===== src/rtl/ovl_mix_pkg.sv =====
package ovl_mix_pkg;
    typedef enum logic [1:0] {
        LAYER_BG    = 2'd0,
        LAYER_FG1   = 2'd1,
        LAYER_FG0   = 2'd2,
        LAYER_BLANK = 2'd3
    } layer_t;

    typedef enum logic {
        DEPTH_16 = 1'b0,
        DEPTH_32 = 1'b1
    } depth_t;

    localparam int RGB_W  = 24;
    localparam int WORD_W = 32;
endpackage


===== src/rtl/ovl_win_hit.sv =====
module ovl_win_hit #(
    parameter int XW = 11,
    parameter int YW = 11
) (
    input  logic          en,
    input  logic [XW-1:0] x,
    input  logic [YW-1:0] y,
    input  logic [XW-1:0] org_x,
    input  logic [YW-1:0] org_y,
    input  logic [XW-1:0] wid,
    input  logic [YW-1:0] hgt,
    output logic          hit
);
    // One extra bit so that origin + size cannot wrap around.
    logic [XW:0] x_end;
    logic [YW:0] y_end;

    always_comb begin
        x_end = {1'b0, org_x} + {1'b0, wid};
        y_end = {1'b0, org_y} + {1'b0, hgt};
        hit   = en
              && (x >= org_x) && ({1'b0, x} < x_end)
              && (y >= org_y) && ({1'b0, y} < y_end);
    end
endmodule


===== src/rtl/ovl_px_expand.sv =====
module ovl_px_expand
    import ovl_mix_pkg::*;
(
    input  logic [WORD_W-1:0] word,
    input  logic              depth,
    input  logic              is555,
    output logic [RGB_W-1:0]  rgb
);
    logic [4:0] r5, b5, g5;
    logic [5:0] g6;

    always_comb begin
        r5 = is555 ? word[14:10] : word[15:11];
        g5 = word[9:5];
        g6 = word[10:5];
        b5 = word[4:0];
        unique case (depth_t'(depth))
            DEPTH_32: rgb = word[23:0];
            DEPTH_16: begin
                if (is555)
                    rgb = {r5, r5[4:2], g5, g5[4:2], b5, b5[4:2]};
                else
                    rgb = {r5, r5[4:2], g6, g6[5:4], b5, b5[4:2]};
            end
            default: rgb = '0;
        endcase
    end
endmodule


===== src/rtl/ovl_mixer.sv =====
module ovl_mixer
    import ovl_mix_pkg::*;
#(
    parameter int XW = 11,
    parameter int YW = 11
) (
    input  logic              clk,
    input  logic              rst_n,
    input  logic              disp_active,
    input  logic [XW-1:0]     disp_x,
    input  logic [YW-1:0]     disp_y,
    input  logic              ovl_en,
    input  logic [23:0]       bg_color,
    input  logic              p1_en,
    input  logic [XW-1:0]     p1_org_x,
    input  logic [YW-1:0]     p1_org_y,
    input  logic [XW-1:0]     p1_wid,
    input  logic [YW-1:0]     p1_hgt,
    input  logic              p1_depth,
    input  logic              p1_is555,
    input  logic              p1_use_scaler,
    input  logic [31:0]       p1_mem_word,
    input  logic [23:0]       p1_scl_pix,
    input  logic              p0_en,
    input  logic [XW-1:0]     p0_org_x,
    input  logic [YW-1:0]     p0_org_y,
    input  logic [XW-1:0]     p0_wid,
    input  logic [YW-1:0]     p0_hgt,
    input  logic              p0_depth,
    input  logic              p0_is555,
    input  logic [31:0]       p0_mem_word,
    output logic [23:0]       pix_out,
    output logic              pix_valid,
    output logic [1:0]        pix_layer
);
    logic             hit0, hit1;
    logic [RGB_W-1:0] rgb0, rgb1_mem, rgb1;
    layer_t           layer_d, layer_q;
    logic [RGB_W-1:0] pix_d, pix_q;

    ovl_win_hit #(.XW(XW), .YW(YW)) u_hit0 (
        .en(ovl_en & p0_en), .x(disp_x), .y(disp_y),
        .org_x(p0_org_x), .org_y(p0_org_y), .wid(p0_wid), .hgt(p0_hgt),
        .hit(hit0)
    );

    ovl_win_hit #(.XW(XW), .YW(YW)) u_hit1 (
        .en(ovl_en & p1_en), .x(disp_x), .y(disp_y),
        .org_x(p1_org_x), .org_y(p1_org_y), .wid(p1_wid), .hgt(p1_hgt),
        .hit(hit1)
    );

    ovl_px_expand u_exp0 (
        .word(p0_mem_word), .depth(p0_depth), .is555(p0_is555), .rgb(rgb0)
    );

    ovl_px_expand u_exp1 (
        .word(p1_mem_word), .depth(p1_depth), .is555(p1_is555), .rgb(rgb1_mem)
    );

    // The primary layer's source: the scaler stream or the memory stream.
    assign rgb1 = p1_use_scaler ? p1_scl_pix : rgb1_mem;

    // Next-state selection. The priority order is fixed.
    always_comb begin
        if (!disp_active)
            layer_d = LAYER_BLANK;
        else if (hit0)
            layer_d = LAYER_FG0;
        else if (hit1)
            layer_d = LAYER_FG1;
        else
            layer_d = LAYER_BG;
    end

    // Output value for the chosen state.
    always_comb begin
        unique case (layer_d)
            LAYER_FG0:   pix_d = rgb0;
            LAYER_FG1:   pix_d = rgb1;
            LAYER_BG:    pix_d = bg_color;
            LAYER_BLANK: pix_d = '0;
            default:     pix_d = '0;
        endcase
    end

    always_ff @(posedge clk) begin
        if (!rst_n) begin
            layer_q <= LAYER_BLANK;
            pix_q   <= '0;
        end else begin
            layer_q <= layer_d;
            pix_q   <= pix_d;
        end
    end

    assign pix_out   = pix_q;
    assign pix_layer = layer_q;
    assign pix_valid = (layer_q != LAYER_BLANK);
endmodule


===== config.mk =====
export PLATFORM = sky130hd
export DESIGN_NAME = ovl_mixer
export DESIGN_NICKNAME = d
export VERILOG_FILES = /design/src/rtl/ovl_mix_pkg.sv /design/src/rtl/ovl_win_hit.sv /design/src/rtl/ovl_px_expand.sv /design/src/rtl/ovl_mixer.sv
export SDC_FILE = /design/constraint.sdc
export NUM_CORES = 1
export LEC_CHECK = 0
export ABC_CLOCK_PERIOD_IN_PS = 5550
export BUFFER_PORTS_ARGS = -buffer_cell sky130_fd_sc_hd__buf_2
export CORE_UTILIZATION = 45
export DETAILED_ROUTE_END_ITERATION = 8
export GPL_TIMING_DRIVEN = 0
export PLACE_DENSITY_LB_ADDON = 0.05
export SLEW_MARGIN = 10
export SYNTH_ARGS = -nofsm -noshare
export SYNTH_HDL_FRONTEND = slang
export SYNTH_HIERARCHICAL = 1
export SYNTH_SLANG_ARGS = --single-unit

===== constraint.sdc =====
create_clock -name clk -period 5.55 [get_ports clk]
set_clock_uncertainty 0.1 [all_clocks]
set_input_delay 0 -clock clk [delete_from_list [all_inputs] [get_ports clk]]
set_output_delay 0 -clock clk [all_outputs]
set_load 0.005 [all_outputs]

==> results of run 1 <==
[per-stage QoR]
stage,hold slack [ns],util,total power [mW],std cells
floorplan,0.1018,-,0.6258,751
global placement,0.1958,0.5743,0.8342,1161
detailed placement,0.1985,0.5743,0.8383,1161
CTS,0.003709,0.5953,1.008,1183
global route,0.02285,0.5953,1.107,1183
finish,0.001419,0.5953,1.006,1183
[cells by family (layout without fill, tap and decap cells)]
group	after synthesis	in the layout	synth area share
fa+ha+maj	132	132	0.2879
simple gates	180	180	0.1523
xor+xnor	34	34	0.05099
mux	42	42	0.07283
compound gates	239	239	0.2674
buf+inv	98	358	0.07948
flops	26	26	0.08912
[worst max-delay path, cell delays in order]
cell and delay [ns]:
buf_2 0.12, ha_1 0.31, a211oi_2 0.23, o21bai_1 0.13
or4_1 0.45, a221o_1 0.35, xnor2_1 0.14, ha_1 0.20
a211o_1 0.23, a21oi_1 0.17, o21ai_0 0.12, a21oi_1 0.19
o21ai_0 0.13, a311oi_1 0.40, buf_4 0.26, clkbuf_1 0.41
a22oi_1 0.25, a21oi_1 0.18
[layer usage]
| layer | global-route usage | wire [µm] | vias up | share of wire |
|---|---|---|---|---|
| met1 | 0.3398 | 8194 | 2804 | 0.46 |
| li1 | - | - | 3264 | - |
| met5 | 0 | 0 | - | 0 |
| met4 | 0.04786 | 227 | 0 | 0.013 |
| met2 | 0.4702 | 8593 | 184 | 0.48 |
| met3 | 0.02981 | 964 | 14 | 0.054 |
[what timing repair did]
| action | in CTS | in global routing |
|---|---|---|
| endpoints found under the setup margin | 0 | 0 |
| hold buffers | 19 | 0 |
| endpoints found under the hold margin | 19 | 0 |
[report_power, final]
part | internal (mW) | switching (mW) | total (mW)
logic | 0.312 | 0.341 | 0.653
registers | 0.196 | 0.00241 | 0.199
clock network | 0.0953 | 0.0591 | 0.154
total | 0.603 | 0.403 | 1.01
[registers in the layout, summed over array words and instances (netlist names)]
register / count
pix_layer: 2
pix_out: 24
[cell usage in the layout (no fill, tap or decap), types with 22 or more instances in the layout]
master,synthesis,routed
buf_2,9,247
ha_1,128,128
inv_1,71,71
a21oi_1,67,67
nand2_1,64,64
nand2b_1,38,38
mux2i_1,38,38
o21ai_0,31,31
nor2_1,30,30
o211ai_1,29,29
dfxtp_1,26,26
a22oi_1,24,24
o21ai_1,22,22
[worst max-delay path by stage]
stage,start,to,cells past startpoint
finish,p0_org_x[1],pix_out[20],18
global route,p0_org_y[0],pix_out[23],18
CTS,p0_org_x[1],pix_out[23],18
detailed placement,p0_org_x[1],pix_out[23],18
global placement,p0_org_x[1],pix_out[23],18
floorplan,p0_org_x[1],pix_layer[0],18
[cell type report]
type / count / area [µm²]
Fill cell: 1276 / 5107
Tap cell: 172 / 215.2
Clock buffer: 3 / 75.07
Inverter: 71 / 266.5
Timing Repair Buffer: 257 / 1381
Sequential cell: 26 / 520.5
Multi-Input combinational cell: 627 / 4856
Buffer: 27 / 197.7
==> impl_results.md, run 1 <==
* Area delta synth->final at 28.62%
* Crit path capture type: flip-flop
* Final Max Tran Viols at 0
* Die Ht at 115.9 µm
* Final setup viols at 0
* Initial antenna violation count at 0
* Total congestion overflow at 0
* Sequential area share after synthesis at 0.08912
* Rel. slew slack at 0.6691
* Crit share post-route at 0.7582
* N_diodes at 0
* Design area at 0.007512 mm²
* Leakage power at 4.058 nW
* Outcome: completed
* H-tree Lvls at 1
* Core Region at 0.01262 mm²
* Critical path class: input pin to flip-flop
* Largest cells by area after synthesis: ha_1, dfxtp_1, mux2i_1
* Crit path DAT at 4.30 ns
* Die Span X at 115.9 µm
* First-pass DRT Iterations at 5
* Setup Fix Bufs, Post-CTS at 0
* Flops & latches, synth at 26
* Synthesized cell area at 0.005841 mm²
* Top_reg_cell synth: dfxtp_1
* Worst Hold Class: input pin to flip-flop
* Syn nets at 1,116
* Fmax at 237.7 MHz
* FP Rows at 41
* Clock Sinks at 26
* Final antenna-violating net count at 0
* Maxcap violations at 0
* Dpl ws at 1.086 ns
* Nets at 1,378
* Die area at 0.01344 mm²
* PortBufs at 238
* Yosys warns at 6
* First-pass GRT wire length at 27,680 µm
* CP required at 5.64 ns
* Hold endpoint: pix_out[0]
* Via-to-Cell Ratio at 5.297
* PwrDens at 133.9 mW/mm²
* GP Congestion at 0.9492
* CTS tree: yes
* Total Routed Length at 17,980 µm
* Vias at 6,266
* Post-CTS Resized at 0
* Worst Hold Depth at 3
* Num CTS Buffers at 3
* Synth Instances at 751
* Cell taking the most area after synthesis: ha_1
* Worst IR Drop VDD at 101.9 µV
* Per-cell routed wire length at 15.20 µm
* Root Driver: clkbuf_16
* DRC at 0
* Post-synth ARST share at 0
* Layout cell share with drive strength beyond 1 at 0.2760
* Worst-margin pin slew at 0.4910 ns
* Clk buf depth at 2
* Largest net degree at the start of global routing at 14
* Number of global-route vias before repair at 5,780
* Post-synthesis area per instance at 7.777 µm²
* Dpl hpwl at 15,730 µm
* Final Hold Violating Endpoints at 0
* Hold Path Origin: bg_color[0]
* IO Count at 260
* Initial DRC count at 366
* Post-DP Area at 0.007247 mm²
* Crit-path max FO at 10
* Post-synth EDFFs at 0
* Setup TNS at 0 ns
* Most instantiated library cell after synthesis: ha_1
* Unique masters post-synth at 61
* Clk pin slew, worst setup/hold paths at 0.06 ns
* Post-synth top area share at 0.2742
* Period minus WS final at 4.208 ns
* Initial core utilization at 0.4628
* All-Layer GR Usage at 0.2626
* Crit start category: input pin
* Top post-synthesis cells by count: ha_1, inv_1, a21oi_1, nand2_1
* Unrepaired setup endpoints after global routing: false
* Post-route setup slack at 1.342 ns
Power figures use the tool's default switching activity.
==> run 2: changes to the inputs <==
ABC_AREA = 1   (was default)
ABC_CLOCK_PERIOD_IN_PS = 4200   (was 5550)
clock period = 4.2 ns   (was 5.55 ns; I/O delays follow)
==> impl_results.md, run 2 <==
* Clock Sinks at 26
* Tot Pwr at 1.531 mW
* Fmax at 320.6 MHz
* Post-synth top area share at 0.2254
* Worst-margin pin slew at 0.3799 ns
* Flops & latches, synth at 26
* First-pass GRT wire length at 32,370 µm
* Compound-gate portion of the synthesized area at 0.09665
* Num CTS Buffers at 3
* Most instantiated library cell after synthesis: nand2_1
* Post-synthesis adder-cell area fraction at 0.2366
* Critical path class: input pin to flip-flop
* Total Routed Length at 19,730 µm
* Max reg flops at 24
* Total congestion overflow at 0
* Synth Instances at 1,192
* PortBufs at 240
* Vias at 7,912
* Initial DRC count at 335
* Post-synth ARST share at 0
* Crit-path max FO at 10
* Dpl hpwl at 17,260 µm
* Worst Hold Depth at 5
* Rel. slew slack at 0.7468
* Leakage power at 5.615 nW
* Syn nets at 1,557
* Layout cell share with drive strength beyond 1 at 0.2365
* H-tree Lvls at 1
* Number of global-route vias before repair at 7,215
* Post-synthesis xor/xnor area fraction at 0.04190
* CTS tree: yes
* Clk buf depth at 2
* Worst Hold Class: input pin to flip-flop
* Final Max Tran Viols at 0
* Post-synthesis area per instance at 5.962 µm²
* Crit path capture type: flip-flop
* Most frequent cells in the layout: nand2_1, buf_2, inv_1
* Largest net degree at the start of global routing at 16
* Die Span X at 127.7 µm
* Area delta synth->final at 23.61%
* CP required at 4.26 ns
* Largest family of logic cells by synthesized area: simple AND/OR/NAND/NOR gates
* Crit path DAT at 3.18 ns
* First-pass DRT Iterations at 7
* Via-to-Cell Ratio at 4.766
* FP Rows at 45
* Synth Area in Simple Gates at 0.4069
* All-Layer GR Usage at 0.2407
* Setup TNS at 0 ns
* Crit start category: input pin
* Setup Fix Bufs, Post-CTS at 0
* Largest cells by area after synthesis: ha_1, nand2_1, inv_1
* Initial antenna violation count at 3
* Maxcap violations at 0
* DRC at 0
* Crit share post-route at 0.7426
* Die area at 0.01630 mm²
* Multiplexer share of the synthesized area at 0
* Period minus WS final at 3.119 ns
* Sequential area share after synthesis at 0.07324
* Initial core utilization at 0.4641
* Cell taking the most area after synthesis: ha_1
* Per-cell routed wire length at 11.89 µm
* Die Ht at 127.7 µm
* PwrDens at 174.3 mW/mm²
* Yosys warns at 6
* Top post-synthesis cells by count: nand2_1, inv_1, ha_1, nand3_1, a21oi_1
* Final antenna-violating net count at 0
* Final setup viols at 0
* Clk pin slew, worst setup/hold paths at 0.07 ns
* Most common cell after layout, fill and taps aside: nand2_1
* Worst IR Drop VDD at 150.7 µV
* Unique masters post-synth at 41
* IO Count at 260
* Unrepaired setup endpoints after global routing: false
* Synthesized cell area at 0.007107 mm²
* Top_reg_cell synth: dfxtp_1
* GP Congestion at 0.9245
* Root Driver: clkbuf_16
* Final Hold Violating Endpoints at 0
* Outcome: completed
* Post-synth EDFFs at 0
* Nets at 1,812
* Core Region at 0.01531 mm²
-- run 2: layout make-up --
| cell class | count | area (µm²) |
|---|---|---|
| diodes | 3 | 7.507 |
| well taps | 211 | 264.0 |
| plain buffers | 36 | 245.2 |
| fillers | 1654 | 6530 |
| multi-input cells | 922 | 5558 |
| flip-flops and latches | 26 | 520.5 |
| repair buffers | 250 | 1301 |
| clock inverters | 1 | 30.03 |
| clock buffers | 3 | 75.07 |
| inverters | 208 | 783.3 |
-- run 2: cell families (layout without fill, tap and decap cells) --
group / count (synthesis) / in the layout
simple gates: 638 / 638
buf+inv: 244 / 498
fa+ha+maj: 132 / 132
compound gates: 118 / 118
xor+xnor: 34 / 34
flops: 26 / 26
other cells: 0 / 3
-- run 2: per-stage QoR --
step	cells	hold WS, ns	setup WS, ns	instance area (µm²)	utilization
3_3_place_gp	1643	0.2414	0.8180	8572	0.5597
5_1_grt	1659	0.02065	0.7139	8782	0.5734
6_report	1660	0.006413	1.081	8785	0.5736
3_5_place_dp	1643	0.2423	0.7713	8572	0.5597
4_1_cts	1657	0.001716	1.049	8777	0.5731
2_1_floorplan	1192	0.1387	1.333	7107	-
-- run 2: layer usage --
layer | wire [µm] | up-vias | GRT usage
met3 | 1152 | 12 | 0.02129
met4 | 223 | 0 | 0.02699
li1 | - | 4321 | -
met1 | 9693 | 3353 | 0.3386
met2 | 8663 | 226 | 0.4102
met5 | 0 | - | 0
-- run 2: path summary, 6_finish.rpt --
check | to | start
max | pix_out[13] | p0_org_y[0]
min | pix_out[0] | bg_color[0]
-- run 2: worst max-delay path: stages --
cell and delay [ns]:
buf_2 0.09, ha_1 0.16, inv_1 0.06, fa_1 0.39
nand3b_1 0.18, nand2_2 0.11, nand3_2 0.06, nand2_1 0.10
nand2_1 0.07, a21oi_2 0.15, nor2_1 0.05, nand2_1 0.05
nand2_1 0.05, ha_1 0.29, nand4_1 0.09, nor2_1 0.04
nor2_1 0.09, nand3_1 0.13, nor2_1 0.15, buf_6 0.19
inv_4 0.06, nand2_4 0.08, nor2_8 0.04, buf_4 0.17
nand2_1 0.07, nand3_1 0.12, nand2_1 0.09, inv_1 0.04
-- run 2: power breakdown --
group	switching (mW)	internal [mW]
combinational	0.560	0.427
clock	0.0888	0.190
sequential	0.00347	0.262
-- run 2: repair_timing --
action | CTS | global route
resized for setup | 0 | 0
hold buffers | 10 | 0
hold endpoints to repair | 10 | 0
==> run 3: changes to the inputs <==
ABC_CLOCK_PERIOD_IN_PS = 3200   (was 4200)
clock period = 3.2 ns   (was 4.2 ns; I/O delays follow)
==> impl_results.md, run 3 (synthesis results as in run 2) <==
* DRC at 0
* Most frequent cells in the layout: nand2_1, buf_2, inv_1
* Maxcap violations at 0
* Clock Sinks at 26
* Root Driver: clkbuf_16
* Via-to-Cell Ratio at 4.803
* CP required at 3.26 ns
* H-tree Lvls at 1
* Layout cell share with drive strength beyond 1 at 0.2524
* Crit-path slowest cell: fa_2
* Vias at 8,031
* Final antenna-violating net count at 0
* Die Ht at 127.7 µm
* Nets at 1,824
* Worst Hold Class: input pin to flip-flop
* Design area at 0.008972 mm²
* Post-DP Area at 0.008572 mm²
* Final Max Tran Viols at 0
* Critical path class: input pin to flip-flop
* Tot Pwr at 2.043 mW
* GP Congestion at 0.9245
* Area delta synth->final at 26.25%
* Outcome: completed
* Most common cell after layout, fill and taps aside: nand2_1
* Crit-path max FO at 10
* Crit path DAT at 3.03 ns
* Rel. slew slack at 0.7515
* Worst IR Drop VDD at 198.1 µV
* PortBufs at 240
* Slowest stage delay, CP at 0.34 ns
* Num CTS Buffers at 3
* Per-cell routed wire length at 12.03 µm
* Crit start category: input pin
* Max reg flops at 24
* Post-layout util at 0.5859
* First-pass DRT Iterations at 7
* First-pass GRT wire length at 32,370 µm
* Filler cells at 1,645
* Core Region at 0.01531 mm²
* Initial core utilization at 0.4641
* Period minus WS final at 2.970 ns
* Initial DRC count at 384
* Clk buf depth at 2
* Total Routed Length at 20,110 µm
* Final setup viols at 0
* IO Count at 260
* All-Layer GR Usage at 0.2407
* Placed Cells at 1,643
* Fin cells at 1,672
* Clk pin slew, worst setup/hold paths at 0.07 ns
* Fmax at 336.7 MHz
* Bufs and invs on worst path at 7
* CTS tree: yes
* Setup TNS at 0 ns
* Initial antenna violation count at 3
* Number of global-route vias before repair at 7,215
* Crit path capture type: flip-flop
* Largest net degree at the start of global routing at 16
* FP Rows at 45
* Dpl hpwl at 17,260 µm
* Worst-margin pin slew at 0.3727 ns
* Leakage power at 5.688 nW
* Cell family with most CP delay: simple AND/OR/NAND/NOR gates
* PwrDens at 227.7 mW/mm²
* Crit share post-route at 0.9281
* Die Span X at 127.7 µm
* Total congestion overflow at 0
* Final Hold Violating Endpoints at 0
* Die area at 0.01630 mm²
==> run 3: changes by cell type in the layout (fill, tap and decap cells not counted), moves of 2 or more <==
cell	before	now
nand3_2	26	28
buf_6	6	10
buf_4	12	17
nand2_1	422	418
nor2_2	6	8
ha_1	128	125
ha_2	0	2
nand2_2	7	11
nand3_1	71	69
nor2_1	41	38
==> run 3: metal layers <==
layer,share of wire,GRT usage
met5,0,0
met4,0.012,0.02699
met3,0.050,0.02129
met2,0.44,0.4102
met1,0.50,0.3386
==> run 3: per-stage QoR <==
stage / hold slack, ns / worst slack, ns
2_1_floorplan: 0.1387 / 0.3331
3_3_place_gp: 0.2414 / -0.1820
3_5_place_dp: 0.2423 / -0.2287
4_1_cts: 0.001716 / 0.04901
5_1_grt: 0.02065 / -0.02361
6_report: 0.008074 / 0.2300
==> run 3: final cells by class <==
class | instances | area (µm²) | area share
clock buffer | 3 | 75.07 | 0.008367
tap | 211 | 264.0 | 0.02942
antenna | 3 | 7.507 | 0.0008367
clock inverter | 1 | 30.03 | 0.003347
inverter | 208 | 783.3 | 0.08730
multi-input combinational | 922 | 5623 | 0.6267
timing repair buffer | 262 | 1401 | 0.1562
sequential | 26 | 520.5 | 0.05801
buffer | 36 | 267.8 | 0.02984
==> run 3: worst min-delay path: stages <==
cell	delay (ns)
buf_2	0.08
nand3_1	0.08
nand3_2	0.09
nand2_1	0.05
inv_1	0.04
==> run 3: power by group <==
part	internal, mW	leakage, nW	switching (mW)
clock network	0.249	0.0511	0.116
logic	0.580	5.42	0.750
registers	0.343	0.214	0.00463
total	1.17	5.69	0.871
==> run 3: worst paths after layout <==
path	from	end	slack, ns	depth (start not counted)
setup / recovery	p0_org_y[0]	pix_out[10]	0.23	27
hold / removal	bg_color[0]	pix_out[0]	0.008	5
==> run 3: timing repair <==
| action | 4_1_cts | 5_1_grt |
|---|---|---|
| endpoints found under the hold margin | 10 | 0 |
| buffers inserted | 0 | 9 |
| setup endpoints to repair | 0 | 25 |
| gates resized for setup | 0 | 24 |
| hold buffers | 10 | 0 |
